## src/rtl/kwdt_pkg.sv

```systemverilog
package kwdt_pkg;

    localparam logic [15:0] KEY_FIRST  = 16'hBABA;
    localparam logic [15:0] KEY_SECOND = 16'hEB10;

    typedef enum logic [2:0] {
        A_KEY1  = 3'd0,
        A_KEY2  = 3'd1,
        A_STAT  = 3'd2,
        A_MATCH = 3'd3,
        A_MEN   = 3'd4,
        A_COUNT = 3'd5
    } reg_addr_e;

    typedef enum logic [1:0] {
        LK_SHUT = 2'd0,
        LK_HALF = 2'd1,
        LK_OPEN = 2'd2
    } lock_e;

    typedef enum logic {
        PL_IDLE  = 1'b0,
        PL_DRIVE = 1'b1
    } pulse_e;

    localparam int MEN_W = 2;

endpackage

```

## src/rtl/kwdt_key_seq.sv

```systemverilog
module kwdt_key_seq
    import kwdt_pkg::*;
#(
    parameter int DATA_W = 16
) (
    input  logic              clk,
    input  logic              rst_n,
    input  logic              wr_en,
    input  logic [2:0]        wr_addr,
    input  logic [DATA_W-1:0] wr_data,
    output lock_e             lock_st,
    output logic              commit
);

    localparam logic [DATA_W-1:0] K1 = DATA_W'(KEY_FIRST);
    localparam logic [DATA_W-1:0] K2 = DATA_W'(KEY_SECOND);

    lock_e cur, nxt;
    logic  is_prot;
    logic  first_ok;
    logic  second_ok;

    assign first_ok  = (wr_addr == A_KEY1) && (wr_data == K1);
    assign second_ok = (wr_addr == A_KEY2) && (wr_data == K2);

    // state register
    always_ff @(posedge clk or negedge rst_n) begin
        if (!rst_n) begin
            cur <= LK_SHUT;
        end else begin
            cur <= nxt;
        end
    end

    // transitions
    always_comb begin
        nxt = cur;
        if (wr_en) begin
            unique case (cur)
                LK_SHUT: nxt = first_ok  ? LK_HALF : LK_SHUT;
                LK_HALF: nxt = second_ok ? LK_OPEN : LK_SHUT;
                LK_OPEN: nxt = LK_SHUT;
                default: nxt = LK_SHUT;
            endcase
        end
    end

    // outputs
    always_comb begin
        is_prot = (wr_addr == A_STAT) || (wr_addr == A_MATCH) ||
                  (wr_addr == A_MEN);
        commit  = wr_en && (cur == LK_OPEN) && is_prot;
        lock_st = cur;
    end

endmodule

```

## src/rtl/kwdt_regs.sv

```systemverilog
module kwdt_regs
    import kwdt_pkg::*;
#(
    parameter int          CNT_W     = 16,
    parameter logic [CNT_W-1:0] MATCH_RST = '1
) (
    input  logic             clk,
    input  logic             rst_n,
    input  logic             commit,
    input  logic [2:0]       wr_addr,
    input  logic [CNT_W-1:0] wr_val,
    input  logic             hit,
    output logic             status_q,
    output logic [CNT_W-1:0] match_q,
    output logic [MEN_W-1:0] men_q,
    output logic             restart
);

    logic wr_stat, wr_match, wr_men;

    assign wr_stat  = commit && (wr_addr == A_STAT);
    assign wr_match = commit && (wr_addr == A_MATCH);
    assign wr_men   = commit && (wr_addr == A_MEN);
    assign restart  = wr_match;

    // sticky expiry flag: a match wins over a clear
    always_ff @(posedge clk or negedge rst_n) begin
        if (!rst_n) begin
            status_q <= 1'b0;
        end else if (hit) begin
            status_q <= 1'b1;
        end else if (wr_stat && !wr_val[0]) begin
            status_q <= 1'b0;
        end
    end

    always_ff @(posedge clk or negedge rst_n) begin
        if (!rst_n) begin
            match_q <= MATCH_RST;
        end else if (wr_match) begin
            match_q <= wr_val;
        end
    end

    always_ff @(posedge clk or negedge rst_n) begin
        if (!rst_n) begin
            men_q <= '0;
        end else if (wr_men) begin
            men_q <= wr_val[MEN_W-1:0];
        end
    end

endmodule

```

## src/rtl/kwdt_counter.sv

```systemverilog
module kwdt_counter #(
    parameter int CNT_W = 16
) (
    input  logic             clk,
    input  logic             rst_n,
    input  logic             run,
    input  logic             restart,
    input  logic [CNT_W-1:0] limit,
    output logic [CNT_W-1:0] count,
    output logic             hit
);

    assign hit = run && (count == limit);

    always_ff @(posedge clk or negedge rst_n) begin
        if (!rst_n) begin
            count <= '0;
        end else if (restart) begin
            count <= '0;
        end else if (run) begin
            if (hit) begin
                count <= '0;
            end else begin
                count <= count + CNT_W'(1);
            end
        end
    end

endmodule

```

## src/rtl/kwdt_pulse.sv

```systemverilog
module kwdt_pulse
    import kwdt_pkg::*;
#(
    parameter int PULSE_LEN = 4
) (
    input  logic clk,
    input  logic rst_n,
    input  logic trig,
    output logic req_q
);

    localparam int PW = (PULSE_LEN > 1) ? $clog2(PULSE_LEN) : 1;
    localparam logic [PW-1:0] LOAD = PW'(PULSE_LEN - 1);

    pulse_e         cur, nxt;
    logic [PW-1:0]  left_q, left_n;

    // state register
    always_ff @(posedge clk or negedge rst_n) begin
        if (!rst_n) begin
            cur    <= PL_IDLE;
            left_q <= '0;
        end else begin
            cur    <= nxt;
            left_q <= left_n;
        end
    end

    // transitions
    always_comb begin
        nxt    = cur;
        left_n = left_q;
        unique case (cur)
            PL_IDLE: begin
                if (trig) begin
                    nxt    = PL_DRIVE;
                    left_n = LOAD;
                end
            end
            PL_DRIVE: begin
                if (trig) begin
                    left_n = LOAD;
                end else if (left_q == '0) begin
                    nxt = PL_IDLE;
                end else begin
                    left_n = left_q - PW'(1);
                end
            end
            default: begin
                nxt    = PL_IDLE;
                left_n = '0;
            end
        endcase
    end

    // registered output
    always_ff @(posedge clk or negedge rst_n) begin
        if (!rst_n) begin
            req_q <= 1'b0;
        end else begin
            req_q <= (nxt == PL_DRIVE);
        end
    end

endmodule

```

## src/rtl/keyed_watchdog.sv

```systemverilog
module keyed_watchdog
    import kwdt_pkg::*;
#(
    parameter int DATA_W    = 16,
    parameter int PULSE_LEN = 4
) (
    input  logic              clk,
    input  logic              rst_n,
    input  logic              wr_en,
    input  logic [2:0]        wr_addr,
    input  logic [DATA_W-1:0] wr_data,
    input  logic [2:0]        rd_addr,
    output logic [DATA_W-1:0] rd_data,
    input  logic              rst_gate_en,
    output logic              sys_rst_req
);

    localparam int CNT_W = DATA_W;

    lock_e            lock_q;
    logic             commit;
    logic             status_q;
    logic [CNT_W-1:0] match_q;
    logic [MEN_W-1:0] men_q;
    logic             restart;
    logic [CNT_W-1:0] cnt_q;
    logic             hit;
    logic             req_q;

    kwdt_key_seq #(.DATA_W(DATA_W)) u_seq (
        .clk     (clk),
        .rst_n   (rst_n),
        .wr_en   (wr_en),
        .wr_addr (wr_addr),
        .wr_data (wr_data),
        .lock_st (lock_q),
        .commit  (commit)
    );

    kwdt_regs #(.CNT_W(CNT_W)) u_regs (
        .clk      (clk),
        .rst_n    (rst_n),
        .commit   (commit),
        .wr_addr  (wr_addr),
        .wr_val   (wr_data),
        .hit      (hit),
        .status_q (status_q),
        .match_q  (match_q),
        .men_q    (men_q),
        .restart  (restart)
    );

    kwdt_counter #(.CNT_W(CNT_W)) u_cnt (
        .clk     (clk),
        .rst_n   (rst_n),
        .run     (men_q[0]),
        .restart (restart),
        .limit   (match_q),
        .count   (cnt_q),
        .hit     (hit)
    );

    kwdt_pulse #(.PULSE_LEN(PULSE_LEN)) u_pulse (
        .clk   (clk),
        .rst_n (rst_n),
        .trig  (hit && men_q[1]),
        .req_q (req_q)
    );

    assign sys_rst_req = req_q && rst_gate_en;

    always_comb begin
        rd_data = '0;
        case (rd_addr)
            A_KEY1:  rd_data = DATA_W'(lock_q);
            A_STAT:  rd_data = DATA_W'(status_q);
            A_MATCH: rd_data = match_q;
            A_MEN:   rd_data = DATA_W'(men_q);
            A_COUNT: rd_data = cnt_q;
            default: rd_data = '0;
        endcase
    end

endmodule

```

## config.mk

```make
export PLATFORM = sky130hd
export DESIGN_NAME = keyed_watchdog
export DESIGN_NICKNAME = d
export VERILOG_FILES = /design/src/rtl/kwdt_pkg.sv /design/src/rtl/kwdt_key_seq.sv /design/src/rtl/kwdt_regs.sv /design/src/rtl/kwdt_counter.sv /design/src/rtl/kwdt_pulse.sv /design/src/rtl/keyed_watchdog.sv
export SDC_FILE = /design/constraint.sdc
export NUM_CORES = 1
export LEC_CHECK = 0
export ABC_AREA = 1
export BUFFER_PORTS_ARGS = -buffer_cell sky130_fd_sc_hd__buf_2
export CORE_MARGIN = 4
export CORE_UTILIZATION = 50
export CTS_BUF_LIST = sky130_fd_sc_hd__clkbuf_4
export DETAILED_ROUTE_END_ITERATION = 8
export GPL_TIMING_DRIVEN = 0
export PLACE_DENSITY = 0.77
export SKIP_LAST_GASP = 1
export SLEW_MARGIN = 30
export SYNTH_ARGS = -nofsm -noshare
export SYNTH_HDL_FRONTEND = slang
export SYNTH_SLANG_ARGS = --single-unit
```

## constraint.sdc

```tcl
create_clock -name clk -period 2.41 [get_ports clk]
set_clock_uncertainty 0.2 [all_clocks]
set_input_delay 0.1205 -clock clk [delete_from_list [all_inputs] [get_ports clk]]
set_output_delay 0.1205 -clock clk [all_outputs]
set_load 0.05 [all_outputs]
```

# After elaboration in Yosys (flattened, before gate mapping)
# Cells that the tools add are included.
dict set report word_totals {
  output_inout_bits 17
  regBits 40
}
dict set report classes {
  n_reduce_logical 21
  n_eq_ne 15
  add_sub_neg 2
  mux 17
  bitwise_logic 1
}
# operator count
set ops {}
lappend ops {{16-bit one-hot mux with 5 select lines} 1}
lappend ops {{16-bit two-way mux} 3}
lappend ops {{16-bit equality test, second input constant} 2}
lappend ops {{16-bit by 1-bit adder with 16-bit output, second input constant} 1}
lappend ops {{16-bit equality test} 1}
lappend ops {{3-bit by 2-bit equality test with 1-bit output, second input constant} 4}
lappend ops {{1-bit logical AND} 11}
lappend ops {{3-bit equality test, second input constant} 3}
lappend ops {{2-bit two-way mux} 4}
lappend ops {{2-bit one-hot mux with 2 select lines} 2}
lappend ops {{3-bit zero test} 2}
lappend ops {{1-bit two-way mux} 6}
lappend ops {{2-bit zero test} 2}
lappend ops {{2-bit nonzero test} 2}
lappend ops {{3-bit by 1-bit equality test with 1-bit output, second input constant} 1}
lappend ops {{3-bit by 2-bit inequality test with 1-bit output, second input constant} 1}
lappend ops {{2-bit by 1-bit equality test with 1-bit output, second input constant} 1}
lappend ops {{2-bit equality test, second input constant} 1}
lappend ops {{1-bit logical OR} 2}
lappend ops {{2-bit by 1-bit inequality test with 1-bit output, second input constant} 1}
lappend ops {{1-bit one-hot mux with 2 select lines} 1}
lappend ops {{2-bit AND reduction} 1}
lappend ops {{2-bit by 1-bit subtractor with 2-bit output, second input constant} 1}
lappend ops {{1-bit zero test} 1}
lappend ops {{1-bit NOT} 1}

# Logic depth before layout (Yosys ltp)
# Gate-level depths: netlist of the first run.
dict set report depth {
  depth_word 8
  mapped_depth 10
  ltp_nobuf 10
}

# Hierarchy
# Synthesis of the first run repeated with hierarchy kept, for this count alone.
dict set report hier_totals {
  hier_cells 449
  hier_area_um2 2974.1
}
# mod seq_area_each_um2 instances cells_each area_per_inst_um2
set by_module_without_submodules {}
lappend by_module_without_submodules {kwdt_counter 400.4 1 219 1317.5}
lappend by_module_without_submodules {kwdt_regs 495.5 1 88 820.8}
lappend by_module_without_submodules {keyed_watchdog 0.0 1 70 422.9}
lappend by_module_without_submodules {kwdt_key_seq 50.0 1 55 269.0}
lappend by_module_without_submodules {kwdt_pulse 75.1 1 17 143.9}

# Worst setup path before layout of the first run
# No wires, ideal clock.
dict set report synth_timing {
  path_kind {register -> output}
  startpoint {register u_cnt.count[6]}
  endpoint {output port rd_data[6]}
  path_stages_with_launch 4
  slack_ns 0.494
  path_buffers 1
  t_required_ns 2.089
  arrival_ns 1.596
  cell_sequence {dfrtp_1 clkbuf_2 inv_1 o21ai_0}
}
dict set report synth_between {
  elab_chain_cells 1
}
# item line_no
set synth_lines {}
lappend synth_lines {{start: declaration} kwdt_counter.sv:9} ;# output logic [CNT_W-1:0] count,
lappend synth_lines {{start signal: assignment} kwdt_counter.sv:24} ;# count <= count + CNT_W'(1);
lappend synth_lines {{16-bit one-hot mux with 5 select lines} keyed_watchdog.sv:74} ;# case (rd_addr)
lappend synth_lines {{end: declaration} keyed_watchdog.sv:13} ;# output logic [DATA_W-1:0] rd_data,
# No other way between the ends.

# Final worst setup path of the first run
dict set report layout_timing {
  startpoint {input port wr_data[1]}
  endpoint {register u_seq.cur[1], in the netlist u_seq.lock_st[1]}
}
dict set report layout_between {
  elab_chain_cells 4
}
# item line_no
set layout_lines {}
lappend layout_lines {{start: declaration} keyed_watchdog.sv:11} ;# input logic [DATA_W-1:0] wr_data,
lappend layout_lines {{16-bit equality test} kwdt_key_seq.sv:24} ;# assign second_ok = (wr_addr == A_KEY2) && (wr_data == K2);
lappend layout_lines {{1-bit logical AND} kwdt_key_seq.sv:24}
lappend layout_lines {{2-bit two-way mux} kwdt_key_seq.sv:41} ;# LK_HALF: nxt = second_ok ? LK_OPEN : LK_SHUT;
lappend layout_lines {{2-bit one-hot mux with 2 select lines} kwdt_key_seq.sv:39} ;# unique case (cur)
lappend layout_lines {{end signal: assignment} kwdt_key_seq.sv:31} ;# cur <= nxt;
lappend layout_lines {{end: declaration} kwdt_key_seq.sv:18} ;# lock_e cur, nxt;
# No other way between the ends.
# A chain may end at the register's enable or synchronous reset.

==> metrics.csv, run 1 <==
metric,value,unit
Final Cycle Share,95.37,%
drt via density,5.087,
Slew @ Worst Pin,0.6262,ns
CTS tree,done,
post-synthesis sequential area ratio,40.86,%
largest net degree at the start of global routing,41,
"Core Util, Final",65.86,%
antenna violations before repair,0,
total track usage,22.86,%
postcts setup bufs,0,
WL final,6.498,mm
most frequent cells in the layout,"nand2_1 (97), inv_1 (61), buf_2 (43)",
maximum clock frequency,0.4351,GHz
first-pass GRT wire length,11.10,mm
Synth Register Bits,40,
DRC,0,
setup TNS,0,ns
RR Startpoint,u_seq.lock_st[0],
Die Y,78.69,microns
Final Setup Violations,0,
Die W,78.69,microns
post_cts resized,0,
crit-path max FO,3,
root buffer cell,clkbuf_4,
synthesis-to-layout area growth,26.14,%
vias in the first global route,2420,
Post-DRT Antenna Nets,0,
status,completed,
distinct cell type count after synthesis,30,
min Tclk post-route,2.298,ns
GP Congestion,0.8899,
slew margin rel.,57.87,%
FF-to-FF path depth,6,
Initial Util,52.21,%
Core Area,4786,sq um
clk_lat worst skew,0.37,ns
CP Capture Type,register,
Fin. Hold Viols,0,
Synth Warn #,0,
WHS Path Cells,5,
Iteration-0 DRC Markers,143,
cell row count,25,
port bufs,42,
IO Count,43,
"most common cell after layout, fill and taps aside",nand2_1,
Max Cap Viol,0,
Mapped Cells,351,
HPWL after DPL,4.591,mm
H-tree levels,2,
worst r2r dst,u_seq.lock_st[1],
"Data required, critical path",2.49,ns
die area,6192,sq um
worst setup path category,in -> reg,
Nets,455,
WL per Instance,13.13,microns
DR vias,2518,
clk buf depth,2,
Lkg Pwr,1.591,nW
Final Max Tran Viols,0,
Max IR drop VDD,297.1,uV
post-synth design cell area,2499,sq um
Clock Sink Count,40,
RSZ-0062 raised after global routing,false,
Num CTS Buffers,5,
Worst Path Arrival,2.38,ns
WHS Endpoint,u_regs.men_q[0],
grt total ovfl,0,
HP Start,wr_addr[2],
Post-CTS Hold Fix Bufs,25,
r2r setup slk,0.12,ns
drt first pass iters,4,
syn_nets,379,
HP Class,in -> reg,
syn_area_per_cell,7.119,sq um
antenna cell count,0,
layout cells sized above 1,19.16,%
WHS,0.08649,ns
PwrDens,571.4,nW/um^2
Startpoint Class,input port,
CTS clock-pin slew for the worst setup and hold paths,0.12,ns
-- cell type report --
| type | count | area [sq um] |
|---|---|---|
| Buffer | 8 | 51.30 |
| Clock buffer | 5 | 37.54 |
| Clock inverter | 3 | 41.29 |
| Fill cell | 405 | 1634 |
| Inverter | 63 | 236.5 |
| Multi-Input combinational cell | 240 | 1190 |
| Sequential cell | 40 | 1021 |
| Tap cell | 67 | 83.83 |
| Timing Repair Buffer | 69 | 490.5 |
-- worst max-delay path by stage --
stage,from,to,slack [ns],depth (start not counted)
floorplan,u_cnt.count[6],rd_data[6],0.49,3
global placement,rd_addr[1],rd_data[7],0.57,7
detailed placement,rd_addr[1],rd_data[5],0.58,7
CTS,u_seq.lock_st[0],u_seq.lock_st[1],0.18,6
global route,u_seq.lock_st[0],u_seq.lock_st[1],0.01,6
finish,wr_data[1],u_seq.lock_st[1],0.11,7
-- flip-flops by register name, indices dropped and copies added (netlist names) --
register,cells
u_cnt.count,16
u_pulse.cur,1
u_pulse.left_q,2
u_regs.match_q,16
u_regs.men_q,2
u_regs.status_q,1
u_seq.lock_st,2
-- synth_stat cells --
| library cell | instances | area, sq um |
|---|---|---|
| a21oi_1 | 5 | 25.02 |
| buf_2 | 1 | 5.000 |
| buf_4 | 1 | 7.510 |
| buf_6 | 2 | 22.52 |
| clkbuf_1 | 3 | 11.26 |
| clkbuf_2 | 1 | 5.000 |
| dfrtp_1 | 24 | 600.6 |
| dfstp_2 | 16 | 420.4 |
| ha_1 | 2 | 25.02 |
| inv_1 | 61 | 229.0 |
| inv_2 | 2 | 7.510 |
| nand2_1 | 97 | 364.1 |
| nand2_2 | 1 | 6.260 |
| nand2_4 | 2 | 22.52 |
| nand3_1 | 19 | 95.09 |
| nand3_4 | 1 | 17.52 |
| nand4_1 | 11 | 68.82 |
| nor2_1 | 36 | 135.1 |
| nor2_2 | 1 | 6.260 |
| nor2_4 | 2 | 22.52 |
| nor3_1 | 4 | 20.02 |
| nor3_2 | 1 | 10.01 |
| nor4_1 | 3 | 18.77 |
| o2111ai_1 | 1 | 8.760 |
| o21ai_0 | 26 | 130.1 |
| o21bai_1 | 1 | 7.510 |
| o22ai_1 | 12 | 75.07 |
| o41ai_1 | 1 | 8.760 |
| xnor2_1 | 3 | 26.28 |
| xor2_1 | 11 | 96.34 |
-- where the power goes --
| group | total [mW] | switching [mW] | internal, mW |
|---|---|---|---|
| Clock | 0.455 | 0.238 | 0.217 |
| Sequential | 0.838 | 0.0922 | 0.746 |
| Combinational | 0.508 | 0.308 | 0.201 |
-- worst max-delay path, cell delays in order --
cell and delay [ns]:
dlygate4sd3_1 0.56, buf_2 0.15, nor4_1 0.24, dlygate4sd3_1 0.59, nand4_1 0.06, dlygate4sd3_1 0.57
o21ai_0 0.08
-- per-stage QoR --
stage	instances	area, sq um	setup WS (ns)	power (mW)
after floorplan	351	2499	0.4937	1.192
after global placement	460	2793	0.5742	1.312
after detailed placement	460	2793	0.5783	1.325
after CTS	493	3122	0.1768	1.798
after global routing	495	3152	0.01034	1.929
final	495	3152	0.1117	1.801
-- cells by family after synthesis --
group / count (synthesis) / synth area share, %
adders and majority gates: 2 / 1.001
buffers and inverters: 71 / 11.52
AOI/OAI and AO/OA: 46 / 10.22
xor gates and xnor gates: 14 / 4.907
DFF: 40 / 40.86
and+or+nand+nor: 178 / 31.50
-- routing by layer --
metal	wire (microns)	share of wire [%]	up-vias	global-route usage (%)
met5	0	0	-	0
met3	299	4.6	18	4.535
met2	3155	49	57	37.69
li1	-	-	1263	-
met1	2841	44	1180	28.36
met4	201	3.1	0	11.71
Power figures use the tool's default switching activity.
==> inputs of run 2 (changes only) <==
--- a/config.mk
+++ b/config.mk
@@ -12,6 +12,7 @@
 export CTS_BUF_LIST = sky130_fd_sc_hd__clkbuf_4
 export DETAILED_ROUTE_END_ITERATION = 8
 export GPL_TIMING_DRIVEN = 0
+export MAX_ROUTING_LAYER = met4
 export PLACE_DENSITY = 0.77
 export SKIP_LAST_GASP = 1
 export SLEW_MARGIN = 30
==> metrics.csv, run 2 (synthesis gave the netlist of run 1 again) <==
metric,value,unit
setup TNS,0,ns
Fin. Hold Viols,0,
Max IR drop VDD,299.0,uV
Num CTS Buffers,5,
PwrDens,571.9,nW/um^2
Startpoint Class,input port,
Core Area,4786,sq um
Slew @ Worst Pin,0.6120,ns
antenna cell count,0,
GP Congestion,0.9049,
maximum clock frequency,0.4352,GHz
WHS Path Cells,4,
Final Setup Violations,0,
Initial Util,52.21,%
DRC,0,
final cell count without fillers,495,
DR vias,2518,
most frequent cells in the layout,"nand2_1 (97), inv_1 (61), buf_2 (43)",
Worst Path Arrival,2.38,ns
root buffer cell,clkbuf_4,
drt via density,5.087,
min Tclk post-route,2.298,ns
layout cells sized above 1,19.16,%
slew margin rel.,58.82,%
WL per Instance,13.15,microns
"Core Util, Final",65.86,%
CP Capture Type,register,
RSZ-0062 raised after global routing,false,
CTS tree,done,
clk buf depth,2,
Max stage delay on crit path,0.59,ns
"most common cell after layout, fill and taps aside",nand2_1,
IO Count,43,
Crit-path slowest cell,dlygate4sd3_1,
HPWL after DPL,4.591,mm
worst setup path category,in -> reg,
drt first pass iters,4,
first-pass GRT wire length,11.11,mm
clk_lat worst skew,0.37,ns
synthesis-to-layout area growth,26.14,%
H-tree levels,2,
cell row count,25,
status,completed,
Final Cycle Share,95.35,%
Fillers,405,
Die W,78.69,microns
FF+latch area,1021,sq um
Nets,455,
Max Cap Viol,0,
Final Max Tran Viols,0,
placed cell count,460,
total track usage,23.51,%
CTS clock-pin slew for the worst setup and hold paths,0.12,ns
Iteration-0 DRC Markers,150,
CP most frequent cell,dlygate4sd3_1,
die area,6192,sq um
top flop regs,"u_cnt.count (16), u_regs.match_q (16)",
Die Y,78.69,microns
vias in the first global route,2420,
Post-DRT Antenna Nets,0,
antenna violations before repair,0,
port bufs,42,
crit-path max FO,3,
Lkg Pwr,1.591,nW
largest net degree at the start of global routing,41,
Clock Sink Count,40,
crit-path cells,dlygate4sd3_1 -> buf_2 -> nor4_1 -> dlygate4sd3_1 -> nand4_1 -> dlygate4sd3_1 -> o21ai_0,
"Data required, critical path",2.49,ns
FF-to-FF path depth,6,
area of the multi-input gates,1190,sq um
WL final,6.511,mm
HP Class,in -> reg,
grt total ovfl,0,
run 2: worst paths after layout:
check	from	to	slack [ns]
setup / recovery	wr_data[1]	u_seq.lock_st[1]	0.11
max in group asynchronous	rst_n	u_regs.match_q[0]	1.01
hold / removal	wr_addr[2]	u_regs.men_q[1]	0.08
setup reg to reg	u_seq.lock_st[0]	u_seq.lock_st[1]	0.12
hold reg to reg	u_regs.match_q[4]	u_regs.match_q[4]	0.30
min in group asynchronous	rst_n	u_cnt.count[15]	0.47
run 2: worst max-delay path: cells and delay by family:
kind	cells	cell delay [ns]
AO/OA/AOI/OAI	1	0.08
AND/OR/NAND/NOR	2	0.30
buffers and inverters	4	1.87
run 2: area by class of cell:
| cell class | instances | area share, % |
|---|---|---|
| Timing Repair Buffer | 69 | 15.56 |
| Multi-Input combinational cell | 240 | 37.75 |
| Clock buffer | 5 | 1.191 |
| Clock inverter | 3 | 1.310 |
| Tap cell | 67 | 2.660 |
| Inverter | 63 | 7.503 |
| Sequential cell | 40 | 32.39 |
| Buffer | 8 | 1.628 |
run 2: power breakdown:
group	internal, mW	total, mW	switching, mW
registers	0.746	0.838	0.0920
logic	0.201	0.509	0.308
clock network	0.217	0.456	0.239
run 2: repair_timing:
item                                   in CTS  in global routing
gates resized for setup                     0                  0
setup buffers                               0                  0
hold buffers                               25                  1
endpoints found under the hold margin      45                  2
setup endpoints to repair                   0                  0
run 2: through the flow:
stage / power (mW) / hold WS [ns] / setup WS, ns / cell area (sq um)
4_1_cts: 1.798 / 0.02254 / 0.1768 / 3122
2_1_floorplan: 1.192 / -0.3751 / 0.4937 / 2499
3_3_place_gp: 1.312 / 0.07942 / 0.5742 / 2793
5_1_grt: 1.930 / 0.08011 / 0.01034 / 3152
6_report: 1.803 / 0.07690 / 0.1121 / 3152
3_5_place_dp: 1.325 / 0.08417 / 0.5783 / 2793
run 2: layer usage:
metal	global-route usage, %	part of all wire [%]	vias up
li1	-	-	1265
met5	-	0	-
met2	37.61	49	67
met4	11.71	3.1	0
met1	28.73	44	1164
met3	4.195	4.4	22
==> inputs of run 3 (changes only) <==
--- a/config.mk
+++ b/config.mk
@@ -8,12 +8,12 @@
 export ABC_AREA = 1
 export BUFFER_PORTS_ARGS = -buffer_cell sky130_fd_sc_hd__buf_2
 export CORE_MARGIN = 4
-export CORE_UTILIZATION = 50
+export CORE_UTILIZATION = 38
 export CTS_BUF_LIST = sky130_fd_sc_hd__clkbuf_4
 export DETAILED_ROUTE_END_ITERATION = 8
 export GPL_TIMING_DRIVEN = 0
 export MAX_ROUTING_LAYER = met4
-export PLACE_DENSITY = 0.77
+export PLACE_DENSITY = 0.63
 export SKIP_LAST_GASP = 1
 export SLEW_MARGIN = 30
 export SYNTH_ARGS = -nofsm -noshare
==> metrics.csv, run 3 (synthesis gave the netlist of run 1 again) <==
metric,value,unit
Max Cap Viol,0,
crit-path cells,inv_1 -> nand3_1 -> nor4_1 -> nand2_1 -> dlygate4sd3_1 -> o21ai_0,
HPWL after DPL,4.839,mm
area of the multi-input gates,1190,sq um
"Data required, critical path",2.49,ns
setup TNS,0,ns
port bufs,42,
CP startpoint,u_seq.lock_st[0],
crit-path max FO,4,
Nets,454,
post_cts resized,0,
synthesis-to-layout area growth,24.94,%
top flop regs,"u_cnt.count (16), u_regs.match_q (16)",
CTS tree,done,
Die Y,89.09,microns
slew margin rel.,60.45,%
Final Setup Violations,0,
GP Congestion,0.9042,
root buffer cell,clkbuf_4,
IO Count,43,
HP Start,wr_addr[2],
largest net degree at the start of global routing,41,
Post-DRT Antenna Nets,0,
total track usage,18.17,%
worst path buffer plus inverter count,2,
RSZ-0062 raised after global routing,false,
Max stage delay on crit path,0.58,ns
Top Family by Delay on Critical Path,simple AND/OR/NAND/NOR gates,
Final Max Tran Viols,0,
clk buf depth,2,
layout cells sized above 1,18.74,%
PwrDens,543.0,nW/um^2
Crit-path slowest cell,dlygate4sd3_1,
vias in the first global route,2355,
final total power,1.695,mW
"most common cell after layout, fill and taps aside",nand2_1,
Fillers,634,
worst setup path category,reg -> reg,
RR Startpoint,u_seq.lock_st[0],
Startpoint Class,register,
Fin. Hold Viols,0,
WL final,6.523,mm
drt first pass iters,4,
antenna cell count,0,
sw power,0.6393,mW
internal power,1.056,mW
drt via density,4.917,
Seq pwr share,49.7,%
combinational power share,29.8,%
Slew @ Worst Pin,0.5879,ns
Worst Path Arrival,2.23,ns
status,completed,
HP Class,in -> reg,
Num CTS Buffers,5,
WL per Instance,12.94,microns
DRC,0,
Core Area,6350,sq um
die area,7937,sq um
most frequent cells in the layout,"nand2_1 (97), inv_1 (61), buf_2 (42)",
Max IR drop VDD,254.9,uV
CP Capture Type,register,
antenna violations before repair,0,
clk_lat worst skew,0.36,ns
Lkg Pwr,1.566,nW
cell row count,29,
grt total ovfl,0,
Clk pwr share,20.5,%
Die W,89.09,microns
first-pass GRT wire length,10.92,mm
switch share,37.72,%
CTS clock-pin slew for the worst setup and hold paths,0.12,ns
Final Cycle Share,89.13,%
Iteration-0 DRC Markers,132,
Clock Sink Count,40,
DR vias,2478,
H-tree levels,2,
r2r setup slk,0.26,ns
Initial Util,39.35,%
min Tclk post-route,2.148,ns
FF+latch area,1021,sq um
maximum clock frequency,0.4655,GHz
run 3: metal layers:
| metal | vias to the layer above | GRT usage [%] | wire length [microns] |
|---|---|---|---|
| met5 | - | - | 0 |
| met4 | 0 | 5.007 | 104 |
| met3 | 17 | 3.134 | 262 |
| met2 | 61 | 29.81 | 3164 |
| met1 | 1134 | 23.15 | 2991 |
| li1 | 1266 | - | - |
run 3: final timing paths:
kind | endpoint | cells past startpoint
max reg2reg | u_regs.men_q[0] | 6
max | u_regs.men_q[0] | 6
min reg2reg | u_regs.match_q[4] | 2
min | u_regs.men_q[1] | 4
min in group asynchronous | u_regs.men_q[1] | 2
max in group asynchronous | u_pulse.left_q[0] | 2
run 3: cell type report:
class,count,area share (%)
multi-input combinational,240,38.12
sequential,40,32.71
timing repair buffer,68,15.15
inverter,63,7.575
tap,77,3.086
buffer,8,1.643
clock buffer,5,1.202
clock inverter,3,0.5210
run 3: repair_timing:
action                                 in CTS  in global routing
endpoints found under the hold margin      45                  0
setup buffers                               0                  0
hold buffers                               26                  0
run 3: power by group through the flow:
stage | Clock, mW | Sequential, mW | Combinational, mW
5_1_grt | 0.389 | 0.851 | 0.573
4_1_cts | 0.359 | 0.839 | 0.508
3_3_place_gp | 0 | 0.850 | 0.470
3_5_place_dp | 0 | 0.850 | 0.481
6_report | 0.348 | 0.842 | 0.505
2_1_floorplan | 0 | 0.821 | 0.370
run 3: per-stage QoR:
step	setup WS [ns]	hold WS (ns)	utilization, %	cells	cell area, sq um
2_1_floorplan	0.4937	-0.3751	-	351	2499
3_3_place_gp	0.5298	0.08644	44.18	470	2805
3_5_place_dp	0.4967	0.1010	44.18	470	2805
4_1_cts	0.3430	0.02440	49.12	504	3119
5_1_grt	0.1069	0.04871	49.16	504	3122
6_report	0.2620	0.04265	49.16	504	3122
run 3: worst min-delay path, stage by stage:
cell,delay (ns)
buf_2,0.09
inv_1,0.10
nor4_1,0.11
o21ai_0,0.14
